[src/rtl/sbp_pkg.sv]
package sbp_pkg;
  typedef enum logic {
    MODE_ALL_NT = 1'b0,
    MODE_BTFN   = 1'b1
  } sbp_mode_e;

  typedef enum logic [1:0] {
    SRC_RULE = 2'd0,
    SRC_HINT = 2'd1,
    SRC_DYN  = 2'd2
  } sbp_src_e;
endpackage

[src/rtl/sbp_dir_rule.sv]
module sbp_dir_rule
  import sbp_pkg::*;
#(
  parameter int ADDR_W = 32
) (
  input  sbp_mode_e          mode_i,
  input  logic [ADDR_W-1:0]  pc_i,
  input  logic [ADDR_W-1:0]  target_i,
  output logic               taken_o
);
  logic backward;

  // equal target counts as backward (tight self-loop)
  assign backward = (target_i <= pc_i);

  always_comb begin
    unique case (mode_i)
      MODE_BTFN:   taken_o = backward;
      default:     taken_o = 1'b0;
    endcase
  end
endmodule

[src/rtl/sbp_select.sv]
module sbp_select
  import sbp_pkg::*;
(
  input  logic     rule_taken_i,
  input  logic     hint_valid_i,
  input  logic     hint_taken_i,
  input  logic     dyn_miss_i,
  input  logic     dyn_taken_i,
  output logic     taken_o,
  output sbp_src_e src_o
);
  always_comb begin
    if (!dyn_miss_i)       src_o = SRC_DYN;
    else if (hint_valid_i) src_o = SRC_HINT;
    else                   src_o = SRC_RULE;
  end

  always_comb begin
    unique case (src_o)
      SRC_DYN:  taken_o = dyn_taken_i;
      SRC_HINT: taken_o = hint_taken_i;
      default:  taken_o = rule_taken_i;
    endcase
  end
endmodule

[src/rtl/sbp_out_stage.sv]
module sbp_out_stage #(
  parameter int ADDR_W     = 32,
  parameter int INSN_BYTES = 4
) (
  input  logic              clk_i,
  input  logic              rst_ni,
  input  logic              valid_i,
  input  logic              taken_i,
  input  logic [ADDR_W-1:0] pc_i,
  input  logic [ADDR_W-1:0] target_i,
  output logic              valid_o,
  output logic              taken_o,
  output logic [ADDR_W-1:0] next_pc_o
);
  localparam logic [ADDR_W-1:0] STEP = ADDR_W'(INSN_BYTES);

  logic [ADDR_W-1:0] seq_pc;
  logic [ADDR_W-1:0] fetch_pc;

  assign seq_pc   = pc_i + STEP;
  assign fetch_pc = taken_i ? target_i : seq_pc;

  always_ff @(posedge clk_i or negedge rst_ni) begin
    if (!rst_ni) valid_o <= 1'b0;
    else         valid_o <= valid_i;
  end

  always_ff @(posedge clk_i or negedge rst_ni) begin
    if (!rst_ni) begin
      taken_o   <= 1'b0;
      next_pc_o <= '0;
    end else if (valid_i) begin
      taken_o   <= taken_i;
      next_pc_o <= fetch_pc;
    end
  end

  assert_hold_idle_R10: assert property (@(posedge clk_i) disable iff (!rst_ni)
    !$past(valid_i) |-> ($stable(taken_o) && $stable(next_pc_o)));
endmodule

[src/rtl/static_branch_predictor.sv]
module static_branch_predictor
  import sbp_pkg::*;
#(
  parameter int ADDR_W     = 32,
  parameter int INSN_BYTES = 4
) (
  input  logic              clk_i,
  input  logic              rst_ni,
  input  logic              br_valid_i,
  input  logic [ADDR_W-1:0] br_pc_i,
  input  logic [ADDR_W-1:0] br_target_i,
  input  logic              hint_valid_i,
  input  logic              hint_taken_i,
  input  logic              mode_i,
  input  logic              dyn_miss_i,
  input  logic              dyn_taken_i,
  output logic              pred_valid_o,
  output logic              pred_taken_o,
  output logic [ADDR_W-1:0] next_pc_o
);
  localparam logic [ADDR_W-1:0] STEP = ADDR_W'(INSN_BYTES);

  sbp_mode_e mode;
  logic      rule_taken;
  logic      sel_taken;
  sbp_src_e  sel_src;

  assign mode = sbp_mode_e'(mode_i);

  sbp_dir_rule #(.ADDR_W(ADDR_W)) u_rule (
    .mode_i   (mode),
    .pc_i     (br_pc_i),
    .target_i (br_target_i),
    .taken_o  (rule_taken)
  );

  sbp_select u_sel (
    .rule_taken_i (rule_taken),
    .hint_valid_i (hint_valid_i),
    .hint_taken_i (hint_taken_i),
    .dyn_miss_i   (dyn_miss_i),
    .dyn_taken_i  (dyn_taken_i),
    .taken_o      (sel_taken),
    .src_o        (sel_src)
  );

  sbp_out_stage #(.ADDR_W(ADDR_W), .INSN_BYTES(INSN_BYTES)) u_out (
    .clk_i     (clk_i),
    .rst_ni    (rst_ni),
    .valid_i   (br_valid_i),
    .taken_i   (sel_taken),
    .pc_i      (br_pc_i),
    .target_i  (br_target_i),
    .valid_o   (pred_valid_o),
    .taken_o   (pred_taken_o),
    .next_pc_o (next_pc_o)
  );

  assert_src_onehot_R8: assert property (@(posedge clk_i) disable iff (!rst_ni)
    br_valid_i |-> (sel_src != 2'd3));

  assert_valid_delay_R2: assert property (@(posedge clk_i) disable iff (!rst_ni)
    pred_valid_o == $past(br_valid_i));

  assert_all_nt_R3: assert property (@(posedge clk_i) disable iff (!rst_ni)
    $past(br_valid_i && !mode_i && dyn_miss_i && !hint_valid_i) |-> !pred_taken_o);

  assert_backward_taken_R4: assert property (@(posedge clk_i) disable iff (!rst_ni)
    $past(br_valid_i && mode_i && dyn_miss_i && !hint_valid_i && (br_target_i <= br_pc_i))
    |-> pred_taken_o);

  assert_forward_nt_R6: assert property (@(posedge clk_i) disable iff (!rst_ni)
    $past(br_valid_i && mode_i && dyn_miss_i && !hint_valid_i && (br_target_i > br_pc_i))
    |-> !pred_taken_o);

  assert_hint_wins_R7: assert property (@(posedge clk_i) disable iff (!rst_ni)
    $past(br_valid_i && dyn_miss_i && hint_valid_i) |-> (pred_taken_o == $past(hint_taken_i)));

  assert_dyn_hit_R8: assert property (@(posedge clk_i) disable iff (!rst_ni)
    $past(br_valid_i && !dyn_miss_i) |-> (pred_taken_o == $past(dyn_taken_i)));

  assert_next_pc_R9: assert property (@(posedge clk_i) disable iff (!rst_ni)
    pred_valid_o |-> (next_pc_o == (pred_taken_o ? $past(br_target_i) : $past(br_pc_i) + STEP)));
endmodule

[config.mk]
export PLATFORM = sky130hd
export DESIGN_NAME = static_branch_predictor
export DESIGN_NICKNAME = d
export VERILOG_FILES = /design/src/rtl/sbp_pkg.sv /design/src/rtl/sbp_dir_rule.sv /design/src/rtl/sbp_select.sv /design/src/rtl/sbp_out_stage.sv /design/src/rtl/static_branch_predictor.sv
export SDC_FILE = /design/constraint.sdc
export NUM_CORES = 1
export LEC_CHECK = 0
export ABC_AREA = 1
export BUFFER_PORTS_ARGS = -buffer_cell sky130_fd_sc_hd__buf_2
export CAP_MARGIN = 40
export CORE_MARGIN = 4
export CORE_UTILIZATION = 50
export DETAILED_ROUTE_END_ITERATION = 8
export PLACE_DENSITY = 0.76
export SYNTH_ARGS = -nofsm -noshare
export SYNTH_HDL_FRONTEND = slang
export SYNTH_SLANG_ARGS = --single-unit
[constraint.sdc]
create_clock -name clk_i -period 0.8 [get_ports clk_i]
set_input_delay 0.16 -clock clk_i [delete_from_list [all_inputs] [get_ports clk_i]]
set_output_delay 0.16 -clock clk_i [all_outputs]
set_load 0.02 [all_outputs]
==> results of run 1 <==
-- cell families after synthesis --
logic type      after synthesis
simple gates                306
buf+inv                     115
flops                        34
fa+ha+maj                    33
compound gates               24
xor+xnor                     24
-- timing repair --
action	in CTS
setup endpoints to repair	67
gates cloned	5
buffers inserted	29
pin swaps	22
hold buffers	1
hold endpoints to repair	34
gates resized for setup	175
-- per-layer routing --
| metal | overflow | track usage |
|---|---|---|
| met5 | 0 | 0.1987 |
| met4 | 119 | 1.031 |
| met3 | 2 | 0.6495 |
| met2 | 298 | 1.139 |
| met1 | 2 | 0.8368 |
-- through the flow --
| step | hold WS [ns] | setup TNS (ns) | util | worst slack (ns) | std cells |
|---|---|---|---|---|---|
| after global placement | 0.1235 | -35.39 | 0.7569 | -1.117 | 805 |
| after CTS | 0.1935 | -31.20 | 0.9287 | -0.8220 | 848 |
| after floorplan | -0.1356 | -23.97 | - | -0.7465 | 536 |
| after detailed placement | 0.1279 | -37.13 | 0.7569 | -1.173 | 805 |
==> reports/metrics.csv, run 1 <==
metric,value,unit
Synth Instances,536,
die height,91.26,um
top post-synthesis cells by area,"dfrtp_1 (25%), nand2_1 (18%), ha_1 (12%)",
H-tree levels,2,
Synth Area in Simple Gates,0.4007,
ys flop type,dfrtp_1,
Avg Inst Size Synth,6.466,um2
outcome,did not finish,
post-synth top area share,0.2455,
Post-synth ARST share,1.000,
cts bufs inserted,5,
DP Area,5114,um2
Syn Nets,641,
Routability Congestion,0.9385,
# rows,30,
Run Error,[ERROR GRT-0232] Routing congestion too high. Check the congestion heatmap in the GUI.,
cell area after synthesis,3466,um2
IO Port Bufs,105,
Adder-Cell Fraction of Synth Area,0.1191,
main combinational cell family by area after synthesis,simple AND/OR/NAND/NOR gates,
post-GRT worst EP,u_out.next_pc_o[30]$_DFFE_PN0P_/D,
Stop stage,global routing (5_1_grt),
Post-synth EDFFs,0,
top post-synthesis cells by count,"nand2_1 (168), inv_1 (95), nand3_1 (78)",
Compound-Gate Fraction of Synth Area,0.03718,
largest net degree at the start of global routing,36,
overall routing resource usage,0.8931,
"area leader, netlist",dfrtp_1,
post-synthesis mux area share,0,
Starting Density,0.5130,
register bit total from synthesis,34,
Worst EP Category,sequential cell input,
total gr overflow,421,
XOR/XNOR share of the synthesized area,0.06065,
YS warnings,0,
register area share after synthesis,0.2455,
clk root buf,clkbuf_8,
Netlist cell types,31,
# clock sinks,34,
hpwl dp,9.749,mm
CTS max path bufs,2,
most frequent cell after synthesis,nand2_1,
Ports,106,
Die X,91.26,um
==> inputs of run 2 (changes only) <==
--- a/config.mk
+++ b/config.mk
@@ -9,9 +9,9 @@
 export BUFFER_PORTS_ARGS = -buffer_cell sky130_fd_sc_hd__buf_2
 export CAP_MARGIN = 40
 export CORE_MARGIN = 4
-export CORE_UTILIZATION = 50
+export CORE_UTILIZATION = 35
 export DETAILED_ROUTE_END_ITERATION = 8
-export PLACE_DENSITY = 0.76
+export PLACE_DENSITY_LB_ADDON = 0.15
 export SYNTH_ARGS = -nofsm -noshare
 export SYNTH_HDL_FRONTEND = slang
 export SYNTH_SLANG_ARGS = --single-unit
==> run 2 against run 1 <==
Net effect:
- the flow now finishes, with violations (negative setup slack)
- synthesized area did not move
- synthesized cell count did not move
==> reports/metrics.csv, run 2 <==
metric,value,unit,change
Avg Inst Size Synth,6.466,um2,unchanged
drt via density,4.624,,
Max Cap Violations,0,,
period utilisation layout,2.074,,
area grow syn2layout,85.09,%,
total power,7.031,mW,
DRT Pass-1 Iters,5,,
crit start category,input port,,
max reg flops,32,,
"most common cell after layout, fill and taps aside",buf_4,,
vias in the first global route,4011,,
register bit total from synthesis,34,,unchanged
Syn Nets,641,,unchanged
Core Box Area,9729,um2,
layout cells sized above 1,0.5160,,
PwrDens,1096,nW/um2,
endpoint class of the critical path,flip-flop,,
Starting Density,0.3562,,-0.1567
Slew @ Worst Pin,0.4375,ns,
Max Clk Rate,602.6,MHz,
most frequent cell after synthesis,nand2_1,,
latest clock arrival within the worst-skew pair,0.28,ns,
Post-synth ARST share,1.000,,unchanged
Synth Instances,536,,unchanged
CTS max path bufs,2,,unchanged
"commonest cells after routing, fill and taps aside","buf_4 (143), nand2_1 (137), inv_1 (67)",,
initial DRC count,182,,
register area share after synthesis,0.2455,,unchanged
gr busiest metal,met2,,
outcome,finished with violations,,
met1 usage,0.3066,,
die area,11560,um2,
"IR drop worst, VDD",0.8353,mV,
Antenna Diode Count,0,,
RSZ-0062 raised after global routing,yes,,
crit-path max FO,8,,
H-tree levels,2,,unchanged
cell area after synthesis,3466,um2,unchanged
minimum clock period,1.660,ns,
Detail Route Antenna Nets,0,,
CP Class,input port to flip-flop,,
total routed wirelength,12.56,mm,
Final setup viols,67,,
die height,107.5,um,+18%
antenna violations before repair,0,,
Avg WL per Cell,13.71,um,
top post-synthesis cells by count,"nand2_1 (168), inv_1 (95), nand3_1 (78)",,
Netlist cell types,31,,unchanged
vias after detailed routing,4236,,
largest net degree at the start of global routing,28,,
WP data required,1.02,ns,
Int Power,4.501,mW,
# rows,36,,+20%
clk root buf,clkbuf_8,,
TritonCTS clock tree,built,,
final worst slack,-0.8595,ns,
"area leader, netlist",dfrtp_1,,
setup TNS,-32.92,ns,
post-synth top area share,0.2455,,unchanged
Routability Congestion,0.8888,,-5.3%
# clock sinks,34,,unchanged
"Hold Violations, Final",0,,
ys flop type,dfrtp_1,,
hpwl dp,9.912,mm,+1.7%
top post-synthesis cells by area,"dfrtp_1 (25%), nand2_1 (18%), ha_1 (12%)",,
Top reg by flops,u_out.next_pc_o,,
dpl ws,-1.258,ns,-0.08520 ns
nets,887,,
met2 GRT Util,0.3366,,
Slew HR,0.7083,,
Lkg Pwr,3.464,nW,
DRC Markers,0,,
first-pass GRT wire length,19.44,mm,
Final Util,0.6593,,
fin. max-slew vios,0,,
Comb pwr share,0.522,,
failing checks,negative setup slack,,
YS warnings,0,,unchanged
Worst-path clk slew,0.06,ns,
Critical Path AT,1.87,ns,
total gr overflow,0,,
Die X,107.5,um,+18%
Clk pwr share,0.180,,
Final Skew,0,ns,
switch share,0.3598,,
IO Port Bufs,105,,unchanged
hold crit path type,input port to flip-flop,,
Post-synth EDFFs,0,,unchanged
overall routing resource usage,0.2095,,
Switch Pwr,2.530,mW,
Regs by FF count,"u_out.next_pc_o (32), u_out.taken_o (1), u_out.valid_o (1)",,
Ports,106,,unchanged
cts bufs inserted,5,,unchanged
Reg power frac,0.298,,
GR Layer Usage met3,0.01980,,
[run 2: cells by family (layout without fill, tap and decap cells)]
logic type,count (synthesis),after routing,synth area share
flops,34,34,0.2455
buf+inv,115,362,0.1368
fa+ha+maj,33,33,0.1191
compound gates,24,24,0.03718
xor+xnor,24,24,0.06065
simple gates,306,306,0.4007
[run 2: critical path, stage by stage]
cell	delay (ns)
buf_12	0.09
inv_12	0.03
ha_4	0.27
nand2_4	0.05
nor2_4	0.12
nand2_2	0.09
nor4_4	0.18
nand2_1	0.08
nand2_1	0.08
nand2_2	0.08
nand2_8	0.13
nand2_8	0.10
buf_16	0.18
nand2_4	0.06
nand3_2	0.08
nand2_1	0.08
[run 2: power groups by stage]
stage,Clock (mW),Sequential (mW),Combinational (mW)
6_report,1.27,2.10,3.67
5_1_grt,1.36,2.12,3.98
4_1_cts,1.30,2.09,3.33
3_5_place_dp,0,2.08,2.65
3_3_place_gp,0,2.07,2.61
2_1_floorplan,0,2.34,1.13
[run 2: final timing paths]
| check | from | end | slack [ns] | cells after the start |
|---|---|---|---|---|
| setup / recovery | br_pc_i[29] | u_out.next_pc_o[3] | -0.86 | 16 |
| hold / removal | br_target_i[28] | u_out.next_pc_o[28] | 0.20 | 5 |
| setup reg to reg | u_out.next_pc_o[2] | u_out.next_pc_o[2] | -0.07 | 4 |
| hold reg to reg | u_out.next_pc_o[5] | u_out.next_pc_o[5] | 0.50 | 2 |
| max in group asynchronous | rst_ni | u_out.next_pc_o[26] | 0.14 | 3 |
| min in group asynchronous | rst_ni | u_out.next_pc_o[0] | 0.27 | 2 |
[run 2: metrics by stage]
| step | area [um2] | cells | hold WS (ns) |
|---|---|---|---|
| 6_report | 6415 | 916 | 0.1995 |
| 3_3_place_gp | 5230 | 868 | 0.01811 |
| 5_1_grt | 6415 | 916 | 0.2403 |
| 4_1_cts | 6080 | 901 | 0.1943 |
| 3_5_place_dp | 5230 | 868 | 0.01937 |
| 2_1_floorplan | 3772 | 536 | -0.1356 |
[run 2: area by class of cell]
| type | count | area (um2) |
|---|---|---|
| clock buffer | 7 | 86.33 |
| clock inverter | 1 | 5.005 |
| fill | 882 | 3314 |
| inverter | 99 | 411.6 |
| multi-input combinational | 387 | 2813 |
| sequential | 34 | 850.8 |
| tap | 133 | 166.4 |
| timing repair buffer | 255 | 2082 |
[run 2: repair_timing]
item	4_1_cts	5_1_grt
cloned	2	1
setup endpoints to repair	67	67
hold endpoints to repair	34	0
buffers inserted	22	15
hold buffers	1	0
resized for setup	143	51
pin swaps	16	33
[run 2: per-layer routing]
layer,routed length [um],vias up
li1,-,2177
met1,5936,1946
met2,5930,103
met3,557,10
met4,136,0
met5,0,-
Note: power is estimated with default switching activity, not from simulation.
==> inputs of run 3 (changes only) <==
--- a/config.mk
+++ b/config.mk
@@ -12,6 +12,7 @@
 export CORE_UTILIZATION = 35
 export DETAILED_ROUTE_END_ITERATION = 8
 export PLACE_DENSITY_LB_ADDON = 0.15
+export SETUP_SLACK_MARGIN = 0.5
 export SYNTH_ARGS = -nofsm -noshare
 export SYNTH_HDL_FRONTEND = slang
 export SYNTH_SLANG_ARGS = --single-unit
==> run 3 against run 2 <==
Net effect:
- the run ends with negative hold slack, negative setup slack left
- core utilization is 1.2 points higher
- clock skew stayed put
- fmax is 3.8% lower
- clock-buffer cell count is 1 lower
- die area stayed put
- sequential share of layout area is 0.37 points higher
- register-to-register slack hardly changed
- clock power is 4% higher
==> reports/metrics.csv, run 3 (synthesized netlist as in run 2, its figures left out) <==
metric,value,unit,change
drt via density,4.657,,+0.71%
"Hold Violations, Final",34,,+34
total gr overflow,0,,unchanged
Die X,107.5,um,unchanged
Regs by FF count,"u_out.next_pc_o (32), u_out.taken_o (1), u_out.valid_o (1)",,
vias after detailed routing,4210,,-0.61%
CP Class,input port to flip-flop,,
# clock sinks,34,,unchanged
crit path max-delay cell type,ha_4,,
"Cell Chain, Critical Path",buf_6 -> inv_4 -> ha_4 -> nand2_4 -> nor2_4 -> nand4_1 -> nor2_4 -> nand2_2 -> nand2_2 -> nand2_4 -> nand2_8 -> buf_12 -> buf_12 -> nand2_1 -> nand3_1 -> nand2_1,,
Int Power,4.559,mW,+1.3%
PwrDens,1092,nW/um2,-0.35%
switch share,0.3610,,+0.001210
first-pass GRT wire length,20.32,mm,+4.5%
CTS max path bufs,2,,unchanged
max reg flops,32,,unchanged
"most common cell after layout, fill and taps aside",nand2_1,,
Slew @ Worst Pin,0.5183,ns,+0.08084 ns
endpoint class of the critical path,flip-flop,,
fill count,838,,-5.0%
"Buf+Inv Stages, Crit Path",4,,+1
Max Cap Violations,0,,unchanged
CP peak stage delay,0.27,ns,about the same
die height,107.5,um,unchanged
total routed wirelength,13.11,mm,+4.4%
DRC Markers,0,,unchanged
IO Port Bufs,105,,unchanged
hold crit path type,input port to asynchronous set/reset pin,,
fin. max-slew vios,0,,unchanged
cts bufs inserted,5,,unchanged
outcome,finished with violations,,
Lkg Pwr,3.392,nW,-2.1%
period utilisation layout,2.156,,+0.08187
hpwl dp,9.847,mm,-0.65%
Min Hold Slack,-0.1727,ns,-0.3722 ns
die area,11560,um2,unchanged
latest clock arrival within the worst-skew pair,0.28,ns,about the same
placed instance count,865,,-0.35%
overall routing resource usage,0.2186,,+0.009096
failing checks,"negative hold slack, negative setup slack",,
Detail Route Antenna Nets,0,,unchanged
area grow syn2layout,88.48,%,
# rows,36,,unchanged
"IR drop worst, VDD",0.9535,mV,+14%
RR Startpoint,u_out.next_pc_o[13],,
Final Skew,0,ns,unchanged
Worst-path clk slew,0.07,ns,about the same
layout cells sized above 1,0.5551,,+0.03916
Slew HR,0.6544,,-0.05390
Ports,106,,unchanged
Comb pwr share,0.516,,-0.006
Critical Path AT,1.89,ns,+0.02 ns
Starting Density,0.3562,,unchanged
setup TNS,-35.47,ns,-2.550 ns
r2r setup slk,-0.07,ns,about the same
Max Clk Rate,579.7,MHz,-3.8%
antenna violations before repair,0,,unchanged
Avg WL per Cell,14.50,um,+5.7%
Final setup viols,67,,unchanged
total power,7.134,mW,+1.5%
RSZ-0062 raised after global routing,yes,,
DRT Pass-1 Iters,4,,-1
worst-case reg-to-reg path depth,4,,unchanged
dpl ws,-1.241,ns,+0.01675 ns
Antenna Diode Count,0,,unchanged
Reg power frac,0.300,,+0.002
clk root buf,clkbuf_8,,
minimum clock period,1.725,ns,+0.06550 ns
crit-path max FO,5,,-3
nets,875,,-1.4%
TritonCTS clock tree,built,,
vias in the first global route,4219,,+5.2%
Core Box Area,9729,um2,unchanged
Routability Congestion,0.9314,,+4.8%
WP data required,0.97,ns,-0.05 ns
final std cells w/o fill,904,,-1.3%
Top reg by flops,u_out.next_pc_o,,
"commonest cells after routing, fill and taps aside","nand2_1 (131), buf_4 (127), inv_1 (64)",,
crit start category,input port,,
Clk pwr share,0.185,,+0.005
initial DRC count,164,,-9.9%
critical register-to-register path endpoint,u_out.next_pc_o[13],,
CP top delay family,simple AND/OR/NAND/NOR gates,,
Switch Pwr,2.575,mW,+1.8%
largest net degree at the start of global routing,36,,+29%
final worst slack,-0.9250,ns,-0.06550 ns
H-tree levels,2,,unchanged
## run 3: cell types whose count changed in the layout (fill, tap and decap cells not counted), sizes merged
cell         previous run  this run
clkinvlp                0         1
clkbuf                  8         9
dlygate4sd3             1         0
buf                   253       240
## run 3: cell type report
cell class              count  area [um2]  share of cell area
repair buffers            243        2153              0.3296
flip-flops and latches     34       890.9              0.1364
clock buffers               6       82.58             0.01264
inverters                  99       416.7             0.06378
well taps                 133       166.4             0.02547
multi-input cells         387        2810              0.4302
clock inverters             2       12.51            0.001915
## run 3: how the worst max path moves through the flow
stage	slack (ns)	start	cells after the start	endpoint
4_1_cts	-0.86	br_pc_i[3]	21	u_out.next_pc_o[8]
6_report	-0.93	br_pc_i[7]	16	u_out.next_pc_o[18]
3_5_place_dp	-1.24	br_pc_i[29]	15	u_out.next_pc_o[21]
3_3_place_gp	-1.25	br_pc_i[5]	15	u_out.next_pc_o[16]
2_1_floorplan	-0.75	br_pc_i[29]	15	u_out.next_pc_o[1]
5_1_grt	-0.98	br_target_i[31]	16	u_out.next_pc_o[18]
## run 3: timing repair
item | in CTS | in global routing
setup endpoints to repair | 67 | 68
setup buffers | 18 | 6
endpoints found under the hold margin | 34 | 34
gates resized for setup | 128 | 86
pin swaps | 4 | 36
cloned | 3 | 4
## run 3: metal layers
layer	vias to the layer above	track usage	part of all wire	routed length [um]
met2	111	0.3592	0.48	6277
li1	2159	-	-	-
met3	26	0.01560	0.047	620
met1	1914	0.3083	0.45	5913
met5	-	0	0	0
met4	0	0.06132	0.023	296
## run 3: metrics by stage
stage / instance area, um2 / util / hold slack (ns)
after floorplan: 3812 / - / -0.1356
after global placement: 5260 / 0.5406 / 0.1300
after detailed placement: 5260 / 0.5406 / 0.1298
after CTS: 6057 / 0.6226 / -0.1718
after global routing: 6533 / 0.6714 / -0.1678
final: 6533 / 0.6714 / -0.1727
## run 3: power groups by stage
| stage | Sequential, mW | Combinational (mW) | Clock (mW) |
|---|---|---|---|
| 5_1_grt | 2.17 | 3.99 | 1.41 |
| 6_report | 2.14 | 3.68 | 1.32 |
| 4_1_cts | 2.14 | 3.28 | 1.34 |
| 3_5_place_dp | 2.12 | 2.63 | 0 |
| 3_3_place_gp | 2.11 | 2.59 | 0 |
| 2_1_floorplan | 2.39 | 1.13 | 0 |
